[config.mk]
export PLATFORM = sky130hd
export DESIGN_NAME = ilvCombiner
export DESIGN_NICKNAME = d
export VERILOG_FILES = /design/src/rtl/ilvCombPkg.sv /design/src/rtl/ilvCombCtrl.sv /design/src/rtl/ilvCombPath.sv /design/src/rtl/ilvCombiner.sv
export SDC_FILE = /design/constraint.sdc
export NUM_CORES = 1
export LEC_CHECK = 0
export CAP_MARGIN = 20
export CORE_MARGIN = 2
export CORE_UTILIZATION = 25
export DETAILED_ROUTE_END_ITERATION = 10
export PLACE_DENSITY = 0.53
export SYNTH_ARGS = -nofsm -noshare
export SYNTH_HDL_FRONTEND = slang
export SYNTH_SLANG_ARGS = --single-unit
[constraint.sdc]
create_clock -name clk -period 19.8 [get_ports clk]
set_clock_uncertainty 0.1 [all_clocks]
set_input_delay 3.96 -clock clk [delete_from_list [all_inputs] [get_ports clk]]
set_output_delay 3.96 -clock clk [all_outputs]
set_load 0.05 [all_outputs]
[src/rtl/ilvCombPkg.sv]
package ilvCombPkg;
  // Active phase slots and total cores including the spare.
  localparam int NUM_ACT   = 4;
  localparam int NUM_CORES = NUM_ACT + 1;
  localparam int SLOT_W    = $clog2(NUM_ACT);
  localparam int CORE_W    = $clog2(NUM_CORES);

  typedef logic [CORE_W-1:0] coreIdx_t;
  typedef logic [SLOT_W-1:0] slot_t;

  // Strobes from control to datapath.
  typedef struct packed {
    logic     advance;  // pipeline moves this cycle
    coreIdx_t core;     // core selected for the current slot
    slot_t    slot;     // phase slot being selected
  } pathCtrl_t;
endpackage

[src/rtl/ilvCombCtrl.sv]
module ilvCombCtrl
  import ilvCombPkg::*;
(
  input  logic                       clk,
  input  logic                       rstN,
  input  logic                       bgEn,
  input  logic                       fgHold,
  input  logic                       calDone,
  input  coreIdx_t                   calDoneCore,
  output pathCtrl_t                  pathCtrl,
  output coreIdx_t                   spareCore,
  output logic [NUM_ACT*CORE_W-1:0]  slotMapFlat
);
  localparam slot_t    LAST_SLOT = slot_t'(NUM_ACT - 1);
  localparam coreIdx_t LAST_CORE = coreIdx_t'(NUM_CORES - 1);

  coreIdx_t slotMap [NUM_ACT];
  slot_t    slotCnt;
  logic     pending;
  logic     advance;
  logic     boundary;
  logic     hit;
  logic     doSwap;
  coreIdx_t outgoing;

  assign advance  = !fgHold;
  assign boundary = advance && (slotCnt == LAST_SLOT);
  assign hit      = calDone && bgEn && (calDoneCore == spareCore);
  assign outgoing = (spareCore == LAST_CORE) ? '0 : coreIdx_t'(spareCore + 1'b1);
  assign doSwap   = boundary && bgEn && (pending || hit);

  always_ff @(posedge clk or negedge rstN) begin
    if (!rstN) begin
      slotCnt   <= '0;
      pending   <= 1'b0;
      spareCore <= LAST_CORE;
      for (int k = 0; k < NUM_ACT; k++) slotMap[k] <= coreIdx_t'(k);
    end else begin
      if (advance) slotCnt <= boundary ? '0 : slot_t'(slotCnt + 1'b1);

      if (!bgEn || doSwap) pending <= 1'b0;
      else if (hit)        pending <= 1'b1;

      if (doSwap) begin
        spareCore <= outgoing;
        for (int k = 0; k < NUM_ACT; k++)
          if (slotMap[k] == outgoing) slotMap[k] <= spareCore;
      end
    end
  end

  for (genvar k = 0; k < NUM_ACT; k++) begin : g_mapOut
    assign slotMapFlat[k*CORE_W +: CORE_W] = slotMap[k];
  end

  always_comb begin
    pathCtrl.advance = advance;
    pathCtrl.core    = slotMap[slotCnt];
    pathCtrl.slot    = slotCnt;
  end
endmodule

[src/rtl/ilvCombPath.sv]
module ilvCombPath
  import ilvCombPkg::*;
#(
  parameter int DATA_W = 16,
  parameter int GAIN_W = 16,
  parameter int FRAC_W = 15
) (
  input  logic                          clk,
  input  logic                          rstN,
  input  pathCtrl_t                     pathCtrl,
  input  logic [NUM_CORES*DATA_W-1:0]   coreData,
  input  logic [NUM_CORES-1:0]          coreValid,
  input  logic [NUM_CORES*DATA_W-1:0]   coreOffset,
  input  logic [NUM_CORES*GAIN_W-1:0]   coreGain,
  output logic signed [DATA_W-1:0]      outData,
  output logic                          outValid,
  output slot_t                         outSlot
);
  localparam int DIFF_W = DATA_W + 1;
  localparam int PROD_W = DIFF_W + GAIN_W;
  localparam logic signed [PROD_W-1:0] SAT_HI =
    PROD_W'((longint'(1) <<< (DATA_W - 1)) - 1);
  localparam logic signed [PROD_W-1:0] SAT_LO =
    PROD_W'(-(longint'(1) <<< (DATA_W - 1)));

  logic signed [DATA_W-1:0] xs   [NUM_CORES];
  logic signed [DATA_W-1:0] offs [NUM_CORES];
  logic signed [GAIN_W-1:0] gns  [NUM_CORES];

  for (genvar c = 0; c < NUM_CORES; c++) begin : g_unpack
    assign xs[c]   = coreData[c*DATA_W +: DATA_W];
    assign offs[c] = coreOffset[c*DATA_W +: DATA_W];
    assign gns[c]  = coreGain[c*GAIN_W +: GAIN_W];
  end

  // Stage 1: select the slot's core and remove its offset.
  logic signed [DIFF_W-1:0] selDiff;
  logic signed [DIFF_W-1:0] s1Diff;
  logic signed [GAIN_W-1:0] s1Gain;
  slot_t                    s1Slot;
  logic                     s1Vld;

  always_comb begin
    selDiff = DIFF_W'(xs[pathCtrl.core]) - DIFF_W'(offs[pathCtrl.core]);
  end

  always_ff @(posedge clk or negedge rstN) begin
    if (!rstN) begin
      s1Diff <= '0;
      s1Gain <= '0;
      s1Slot <= '0;
      s1Vld  <= 1'b0;
    end else if (pathCtrl.advance) begin
      s1Diff <= selDiff;
      s1Gain <= gns[pathCtrl.core];
      s1Slot <= pathCtrl.slot;
      s1Vld  <= coreValid[pathCtrl.core];
    end
  end

  // Stage 2: scale by gain, drop the fraction, saturate.
  logic signed [PROD_W-1:0] prod;
  logic signed [PROD_W-1:0] scaled;
  logic signed [DATA_W-1:0] satVal;

  always_comb begin
    prod   = PROD_W'(s1Diff) * PROD_W'(s1Gain);
    scaled = prod >>> FRAC_W;
    if (scaled > SAT_HI)      satVal = SAT_HI[DATA_W-1:0];
    else if (scaled < SAT_LO) satVal = SAT_LO[DATA_W-1:0];
    else                      satVal = scaled[DATA_W-1:0];
  end

  always_ff @(posedge clk or negedge rstN) begin
    if (!rstN) begin
      outData  <= '0;
      outSlot  <= '0;
      outValid <= 1'b0;
    end else if (pathCtrl.advance) begin
      outData  <= satVal;
      outSlot  <= s1Slot;
      outValid <= s1Vld;
    end else begin
      outValid <= 1'b0;
    end
  end
endmodule

[src/rtl/ilvCombiner.sv]
module ilvCombiner
  import ilvCombPkg::*;
#(
  parameter int DATA_W = 16,
  parameter int GAIN_W = 16,
  parameter int FRAC_W = 15
) (
  input  logic                          clk,
  input  logic                          rstN,
  input  logic                          bgEn,
  input  logic                          fgHold,
  input  logic [NUM_CORES*DATA_W-1:0]   coreData,
  input  logic [NUM_CORES-1:0]          coreValid,
  input  logic [NUM_CORES*DATA_W-1:0]   coreOffset,
  input  logic [NUM_CORES*GAIN_W-1:0]   coreGain,
  input  logic                          calDone,
  input  logic [CORE_W-1:0]             calDoneCore,
  output logic signed [DATA_W-1:0]      outData,
  output logic                          outValid,
  output logic [SLOT_W-1:0]             outSlot
);
  pathCtrl_t                   pathCtrl;
  coreIdx_t                    spareCore;
  logic [NUM_ACT*CORE_W-1:0]   slotMapFlat;

  ilvCombCtrl uCtrl (
    .clk         (clk),
    .rstN        (rstN),
    .bgEn        (bgEn),
    .fgHold      (fgHold),
    .calDone     (calDone),
    .calDoneCore (calDoneCore),
    .pathCtrl    (pathCtrl),
    .spareCore   (spareCore),
    .slotMapFlat (slotMapFlat)
  );

  ilvCombPath #(
    .DATA_W (DATA_W),
    .GAIN_W (GAIN_W),
    .FRAC_W (FRAC_W)
  ) uPath (
    .clk        (clk),
    .rstN       (rstN),
    .pathCtrl   (pathCtrl),
    .coreData   (coreData),
    .coreValid  (coreValid),
    .coreOffset (coreOffset),
    .coreGain   (coreGain),
    .outData    (outData),
    .outValid   (outValid),
    .outSlot    (outSlot)
  );
endmodule

### After elaboration in Yosys (flattened, before gate mapping)

Cells that the tools add are included.

| storage, ports and cells | value |
|---|---|
| memories | 0 |
| latch bits | 0 |
| word-level logic and storage cells | 67 |
| memory bits (writable) | 0 |
| memory bits (read-only) | 0 |
| output and inout bits | 19 |
| register bits after elaboration | 73 |

| operators by class | value |
|---|---|
| multipliers | 1 |
| $add $sub $neg | 3 |
| shifts and indexed selects | 0 |
| div/mod/pow operators | 0 |
| magnitude comparators | 5 |
| multiplexer cells | 21 |
| reductions and logical operators | 14 |
| bitwise operators | 2 |
| equal/unequal tests | 7 |

Operators by type and width:

| kind | count |
|---|---|
| $bmux 16 s3 | 3 |
| $mux 16 | 8 |
| $mul 17x16->33 | 1 |
| $gt 18x16->1 const B | 1 |
| $lt 18x16->1 const B | 1 |
| $sub 16x16->17 | 1 |
| $eq 3x3->1 | 5 |
| $mux 3 | 3 |
| $reduce_and 2->1 | 4 |
| $bmux 3 s2 | 1 |
| $logic_and 1x1->1 | 5 |
| $ge 4x4->1 const B | 1 |
| $lt 3x4->1 const B | 1 |
| $mux 1 | 4 |
| $not 3->4 | 1 |
| $add 3x1->3 const B | 1 |
| $bmux 1 s3 | 1 |
| $eq 3x3->1 const B | 1 |
| $ge 3x3->1 const B | 1 |
| $not 2->3 | 1 |
| $add 2x1->2 const B | 1 |
| $eq 2x2->1 const B | 1 |
| $logic_not 1->1 | 2 |
| $logic_or 1x1->1 | 2 |
| other kinds (2) | 2 |

### Depth between registers and ports, before layout

Gate-level depths: netlist of run 1.

| logic depth | value |
|---|---|
| word-level depth | 9 |
| mapped depth | 26 |
| gate-level depth less buffers | 23 |

### Modules after synthesis

From an unflattened synthesis of run 1, not the netlist that was laid out.

| second synthesis, totals | value |
|---|---|
| cells, all modules | 1620 |
| area, all modules | 15447.3 um^2 |

By module, submodules not included:

| module | instances | area each (um^2) | sequential area each (um^2) | cells an instance |
|---|---|---|---|---|
| ilvCombPath | 1 | 14365.0 | 1376.3 | 1540 |
| ilvCombCtrl | 1 | 1082.3 | 456.7 | 80 |

### Worst setup path before layout of run 1

OpenSTA, ideal clock, no wires.

| timing | value |
|---|---|
| kind | input to register |
| start | input port coreOffset[48] |
| end | register uPath.s1Diff[14] |
| data required time | 19.631 ns |
| buffers on the path | 0 |
| stages on the path | 14 |
| slack | 12.650 ns |
| data arrival time | 6.981 ns |
| cells stage by stage | mux4_2 -> a22o_1 -> ha_1 -> fa_1 -> nor2b_1 -> o21ai_0 -> a21boi_0 -> o21ai_0 -> a21boi_0 -> o21ai_0 -> a21oi_1 -> nor3_1 -> or4_1 -> nand3_1 |

| on the way | value |
|---|---|
| word-level cells in the longest chain between the ends | 4 |

Ends and longest elaborated chain:

| element | line | source |
|---|---|---|
| from (decl) | ilvCombiner.sv:14 | `input logic [NUM_CORES*DATA_W-1:0] coreOffset,` |
| $bmux 16 s3 | ilvCombPath.sv:44 | `selDiff = DIFF_W'(xs[pathCtrl.core]) - DIFF_W'(offs[pathCtrl.core]);` |
| $mux 16 (not written as such) (2 in series) | ilvCombPath.sv:44 |  |
| $sub 16x16->17 | ilvCombPath.sv:44 |  |
| to (signal assigned) | ilvCombPath.sv:54 | `s1Diff <= selDiff;` |
| to (decl) | ilvCombPath.sv:38 | `logic signed [DIFF_W-1:0] s1Diff;` |

Every way passes these cells. The select of a mux whose other input is x is not followed.
A chain may end at the register's enable or synchronous reset.

### Final worst setup path of run 1

| timing | value |
|---|---|
| start | register uPath.s1Diff[7] |
| end | register uPath.outData[3] |

| on the way | value |
|---|---|
| word-level cells in the longest chain between the ends | 4 |

Ends and longest elaborated chain:

| element | line | source |
|---|---|---|
| $mul 17x16->33 (*) | ilvCombPath.sv:67 | `prod = PROD_W'(s1Diff) * PROD_W'(s1Gain);` |
| $lt 18x16->1 | ilvCombPath.sv:70 | `else if (scaled < SAT_LO) satVal = SAT_LO[DATA_W-1:0];` |
| $mux 16 | ilvCombPath.sv:70 |  |
| $mux 16 (*) | ilvCombPath.sv:69 | `if (scaled > SAT_HI) satVal = SAT_HI[DATA_W-1:0];` |
| to (signal assigned) | ilvCombPath.sv:80 | `outData <= satVal;` |
| to (decl) | ilvCombPath.sv:15 | `output logic signed [DATA_W-1:0] outData,` |

Every way passes the cells marked *; elsewhere a longest branch is shown, timed or not.

==> flow_summary.toml, run 1 <==
[outcome]
status = "finished clean"

[setup_path]
crit_chain = "nand2_1 > fa_1 > inv_1 > fa_1 > inv_1 > fa_1 > inv_1 > fa_1 > fa_1 > inv_1 > fa_1 > inv_1 > ha_1 > nand2_1 > a32oi_1 > nand3_1 > a21oi_1 > o21ai_2 > a21oi_1 > a21oi_1 > xnor2_1 > o21ai_2 > a311oi_1"
path_class = "reg -> reg"
critPathRequiredTime_ps = 19970
cp_slowest_cell = "dfrtp_1"
crit_top_cell = "fa_1"
cp_top_family = "adder cells"
cp-start-kind = "flip-flop"
crit-reg2reg-launch = "uPath.s1Diff[7]"
critical_path.startpoint = "uPath.s1Diff[7]"
setup.worst_path.end_class = "flip-flop"
cp_max_fo = 17
cp_slowest_stage_delay_ps = 880
reg2reg_slack_ps = 12040
worst-endpoint-arrival_ps = 7930
critPathBufInv = 5

[timing]
post-route-min-period_ps = 7755
fin_crit_sh_pct = 39.17
setup_viol = 0
clock.fmax_mhz = 128.9
rsz0062_at_grt = "false"
finalMaxSlewViolations = 0
tns_ps = 0
max-slew-margin-rel_pct = 38.84
worst_pin_slew_ps = 917.4
hold_violations = 0

[synthesis]
async_reset_ff_share_pct = 100.0
synth_edf_count = 0
netlist_area_mm2 = 0.01524
synth_warnings = 0
netlist-cell-type-count = 60
ys_seq_area_share_pct = 12.02
yosysMostFrequentCell = "inv_1"
synth_common_cells = "inv_1 (316), fa_1 (276), nand2_1 (185)"
synthCells = 1566
yosys.area.top_type = "fa_1"
syn_nets = 2195
yosys-top-cells-area = "fa_1 (36%), dfrtp_1 (11%), ha_1 (8.2%)"
avgSynthCellArea_um2 = 9.735
synth_top_area_share_pct = 36.24
synth_seq_cells = 73
ys.flop_type = "dfrtp_1"

[worst_hold_path]
min_path_type = "reg -> reg"
hold_start = "uPath.s1Vld"

[grt]
antenna_found_initial = 1
gr-total-overflow = 0
grt.total_usage_pct = 15.92
grt_pass1_wl_mm = 76.55
grt_start_max_net_pins = 66
first_global_vias = 13210

[routing]
highest_layer = "met4"
avgViaCountPerCell = 4.612
wl_per_cell_um = 18.46
antenna_left = 0
initialDrtViolationCount = 605
route.met2.wl_mm = 22.96
wl_mm = 47.39
dr.pass1.iters = 5
drc = 0
dr_wl_met3_mm = 2.790
vias = 11840
wl_met1_mm = 20.77

[finish]
fillers = 6294
num-nets-final = 2407
area_growth_pct = 24.62
multi_input_area_mm2 = 0.01194
seq_area_mm2 = 0.001833
drive_above_1_share_pct = 6.450

[cts]
cts_tree = "built"
cts_buffers = 9
cts.repair.resized = 0
clockBufferDepth = 2
htree_levels = 3
cts_setup_buffers = 0
postCtsHoldBufs = 0
clk_latency_ps = 380
path_clk_slew_ps = 60
root_buffer = "clkbuf_16"
cts_sinks = 73

[job]
drv_cap = 0

[placed_design]
gp_congestion = 0.8762
portBuffers = 271
dp.final_hpwl_mm = 37.87

[floorplanning]
core_area_mm2 = 0.06036
die_h_um = 250.9
io_pins = 272
die_x_um = 250.9
dieArea_mm2 = 0.06297
initial_core_util_pct = 25.26
rows = 90
[placed cells by master, fill, tap and decap left out, drive strengths merged, types with 9 or more instances in the layout]
cell type and instances:
nand2b 9, nor2 38, a21o 12, and2 129, nand3 10, clkdlybuf4s50 269
a311oi 9, ha 100, a22oi 31, fa 276, dfrtp 68, mux4 49
inv 317, xnor2 24, o21ai 47, clkbuf 10, a21oi 26, buf 12
a22o 16, mux2 21, xor2 27, nand2 185
[metal layers]
layer | GRT usage [%] | vias up
met5 | 0 | -
met4 | 3.929 | 0
met3 | 3.117 | 43
met2 | 26.61 | 292
met1 | 21.18 | 6100
li1 | - | 5403
[cells by family (layout without fill, tap and decap cells)]
group	count (synthesis)	in the layout	synth area share (%)
adders and majority gates	376	376	44.45
and+or+nand+nor	410	410	13.08
DFF	73	73	12.02
xor gates and xnor gates	51	51	2.979
other	0	2	0
muxes	74	74	9.053
AOI/OAI and AO/OA	186	186	8.626
buffers and inverters	396	613	9.783
[state kept, by name, summed over array words and instances, names as in the netlist, 2 cells and up]
name and count:
uCtrl.spareCore 3, uPath.s1Diff 17, uPath.outSlot 2, uPath.s1Slot 2
uPath.outData 16, uCtrl.slotMapFlat 12, uPath.s1Gain 16, uCtrl.slotCnt 2
[worst reg2reg max path, cell delays in order, from the launching register on]
cell,delay [ps]
dfrtp_1,880
nand2_1,210
fa_1,580
inv_1,60
fa_1,500
inv_1,60
fa_1,540
inv_1,60
fa_1,470
fa_1,490
inv_1,50
fa_1,490
inv_1,50
ha_1,280
nand2_1,70
a32oi_1,430
nand3_1,130
a21oi_1,410
o21ai_2,190
a21oi_1,360
a21oi_1,160
xnor2_1,520
o21ai_2,260
a311oi_1,330
[metrics by stage]
step / cells / cell area [um2] / hold slack, ps / worst slack [ps] / util (%)
after floorplan: 1566 / 15240 / 345.5 / 12650 / -
after global placement: 2549 / 18720 / 362.2 / 11760 / 31.01
after detailed placement: 2549 / 18720 / 365.7 / 11760 / 31.01
after CTS: 2565 / 18990 / 382.7 / 12090 / 31.47
after global routing: 2566 / 19000 / 404.7 / 11650 / 31.47
final: 2567 / 19000 / 381.8 / 12040 / 31.48
[final cells by class]
type | count | area share [%]
antenna | 2 | 0.02634
clock buffer | 10 | 1.205
inverter | 316 | 6.243
timing repair buffer | 281 | 14.65
sequential | 73 | 9.648
clock inverter | 6 | 0.2371
tap | 782 | 5.150
multi-input combinational | 1097 | 62.84
[path summary, 6_finish.rpt]
kind,end,depth (start not counted)
setup / recovery,uPath.outData[3],23
setup reg to reg,uPath.outData[3],23
max in group asynchronous,uPath.s1Diff[3],2
min in group asynchronous,uPath.outData[8],1
hold reg to reg,uPath.s1Vld,2
hold / removal,uPath.s1Vld,2
Power of run 1 is not shown: default switching activity piles up to over one toggle a cycle in this logic, so the estimate is an artifact.
==> run 2: changes to the inputs <==
- clock period: 19.8 -> 7.7 ns (I/O delays scaled with it)
==> flow_summary.toml, run 2 (synthesis results as in run 1) <==
[finish]
fillers = 6310
largest_registers = "uPath.s1Diff x17, uPath.outData x16, uPath.s1Gain x16"
area_growth_pct = 25.57
final_common_cell = "inv_1"
drive_above_1_share_pct = 7.286
largest_reg_flops = 17
largest-register = "uPath.s1Diff"
num-nets-final = 2422
final_cell_mix = "inv_1 (316), fa_1 (276), clkdlybuf4s50_1 (269)"

[setup_path]
cp_top_family = "adder cells"
cp_slowest_stage_delay_ps = 780
setup.worst_path.end_class = "flip-flop"
cp_slowest_cell = "fa_1"
crit_top_cell = "fa_1"
rr_worst_depth = 21
critPathBufInv = 3
worst-endpoint-arrival_ps = 7310
critPathRequiredTime_ps = 7770
critical_path_cell_count = 21
cp_max_fo = 18
path_class = "reg -> reg"
cp-start-kind = "flip-flop"
crit_chain = "nand2_1 > inv_1 > fa_1 > fa_1 > fa_1 > fa_1 > fa_1 > inv_1 > fa_1 > inv_1 > ha_1 > a21o_1 > a21o_1 > a21o_1 > a2111o_1 > a311oi_2 > o21ai_2 > a21oi_2 > xnor2_2 > a211oi_4 > a311oi_1"

[timing]
fin_ws_ps = 462.9
max-slew-margin-rel_pct = 35.22
fin_crit_sh_pct = 93.99
rsz0062_at_grt = "false"
hold_violations = 0
setup_viol = 0
tns_ps = 0
clock.fmax_mhz = 138.2
finalMaxSlewViolations = 0
worst_pin_slew_ps = 968.1
post-route-min-period_ps = 7237

[grt]
gr-total-overflow = 0
grt.total_usage_pct = 15.77
antenna_found_initial = 3
grt_pass1_wl_mm = 76.53
first_global_vias = 13420
grt_start_max_net_pins = 94

[routing]
initialDrtViolationCount = 657
antenna_left = 0
drc = 0
wl_mm = 47.51
vias = 11810
avgViaCountPerCell = 4.575
wl_per_cell_um = 18.41
dr.pass1.iters = 4

[placed_design]
portBuffers = 271
gp_congestion = 0.8998
pre_cts_ws_ps = 454.2
dp.final_hpwl_mm = 40.30

[worst_hold_path]
min_path_type = "reg -> reg"
min_path_cells = 1

[cts]
cts_buffers = 9
clockBufferDepth = 2
postCtsHoldBufs = 0
cts_sinks = 73
cts_setup_buffers = 0
path_clk_slew_ps = 70
clk_latency_ps = 350
cts_tree = "built"
root_buffer = "clkbuf_16"
cts.repair.resized = 0
htree_levels = 3

[floorplanning]
rows = 90
die_h_um = 250.9
dieArea_mm2 = 0.06297
core_area_mm2 = 0.06036
die_x_um = 250.9
initial_core_util_pct = 25.26
io_pins = 272

[job]
drv_cap = 0

[outcome]
status = "finished clean"
run 2: changes by cell type in the layout (fill, tap and decap cells not counted):
cell,change
clkbuf_1,-1
inv_8,+1
diode_2,-1
bufinv_16,+1
inv_6,+2
buf_4,+15
clkinvlp_4,-2
clkinv_2,-1
run 2: metal layers:
| layer | wire length [um] | track usage [%] | share of wire, % | vias up |
|---|---|---|---|---|
| li1 | - | - | - | 5417 |
| met1 | 21160 | 21.12 | 45 | 6069 |
| met2 | 23330 | 27.05 | 49 | 278 |
| met3 | 2212 | 2.340 | 4.7 | 44 |
| met4 | 803 | 3.265 | 1.7 | 0 |
| met5 | 0 | 0 | 0 | - |
run 2: final timing paths:
check / start / endpoint / slack (ps)
max: uPath.s1Gain[1] / uPath.outData[1] / 460
min: uPath.outSlot[0] / uPath.outSlot[0] / 410
max reg2reg: uPath.s1Gain[1] / uPath.outData[1] / 460
min reg2reg: uPath.outSlot[0] / uPath.outSlot[0] / 410
max in group asynchronous: rstN / uPath.s1Diff[5] / 5500
min in group asynchronous: rstN / uPath.outData[5] / 920
run 2: through the flow:
step / instance area (um2) / utilization (%) / instances / hold WS (ps)
finish: 19140 / 31.72 / 2581 / 406.9
global route: 19140 / 31.72 / 2581 / 420.9
CTS: 19140 / 31.71 / 2580 / 407.9
detailed placement: 18830 / 31.20 / 2564 / 391.8
global placement: 18830 / 31.20 / 2564 / 364.7
floorplan: 15240 / - / 1566 / 345.5
run 2: final cells by class:
class                           count  area, um2  share of cell area, %
Multi-Input combinational cell   1097      11940                  62.37
Antenna cell                        1      2.502                0.01307
Inverter                          316       1186                  6.196
Clock buffer                        9      225.2                  1.176
Sequential cell                    73       1833                  9.575
Tap cell                          782      978.4                  5.111
Clock inverter                      7      83.83                 0.4379
Timing Repair Buffer              296       2895                  15.12
Power of run 2 is left out for the same reason.
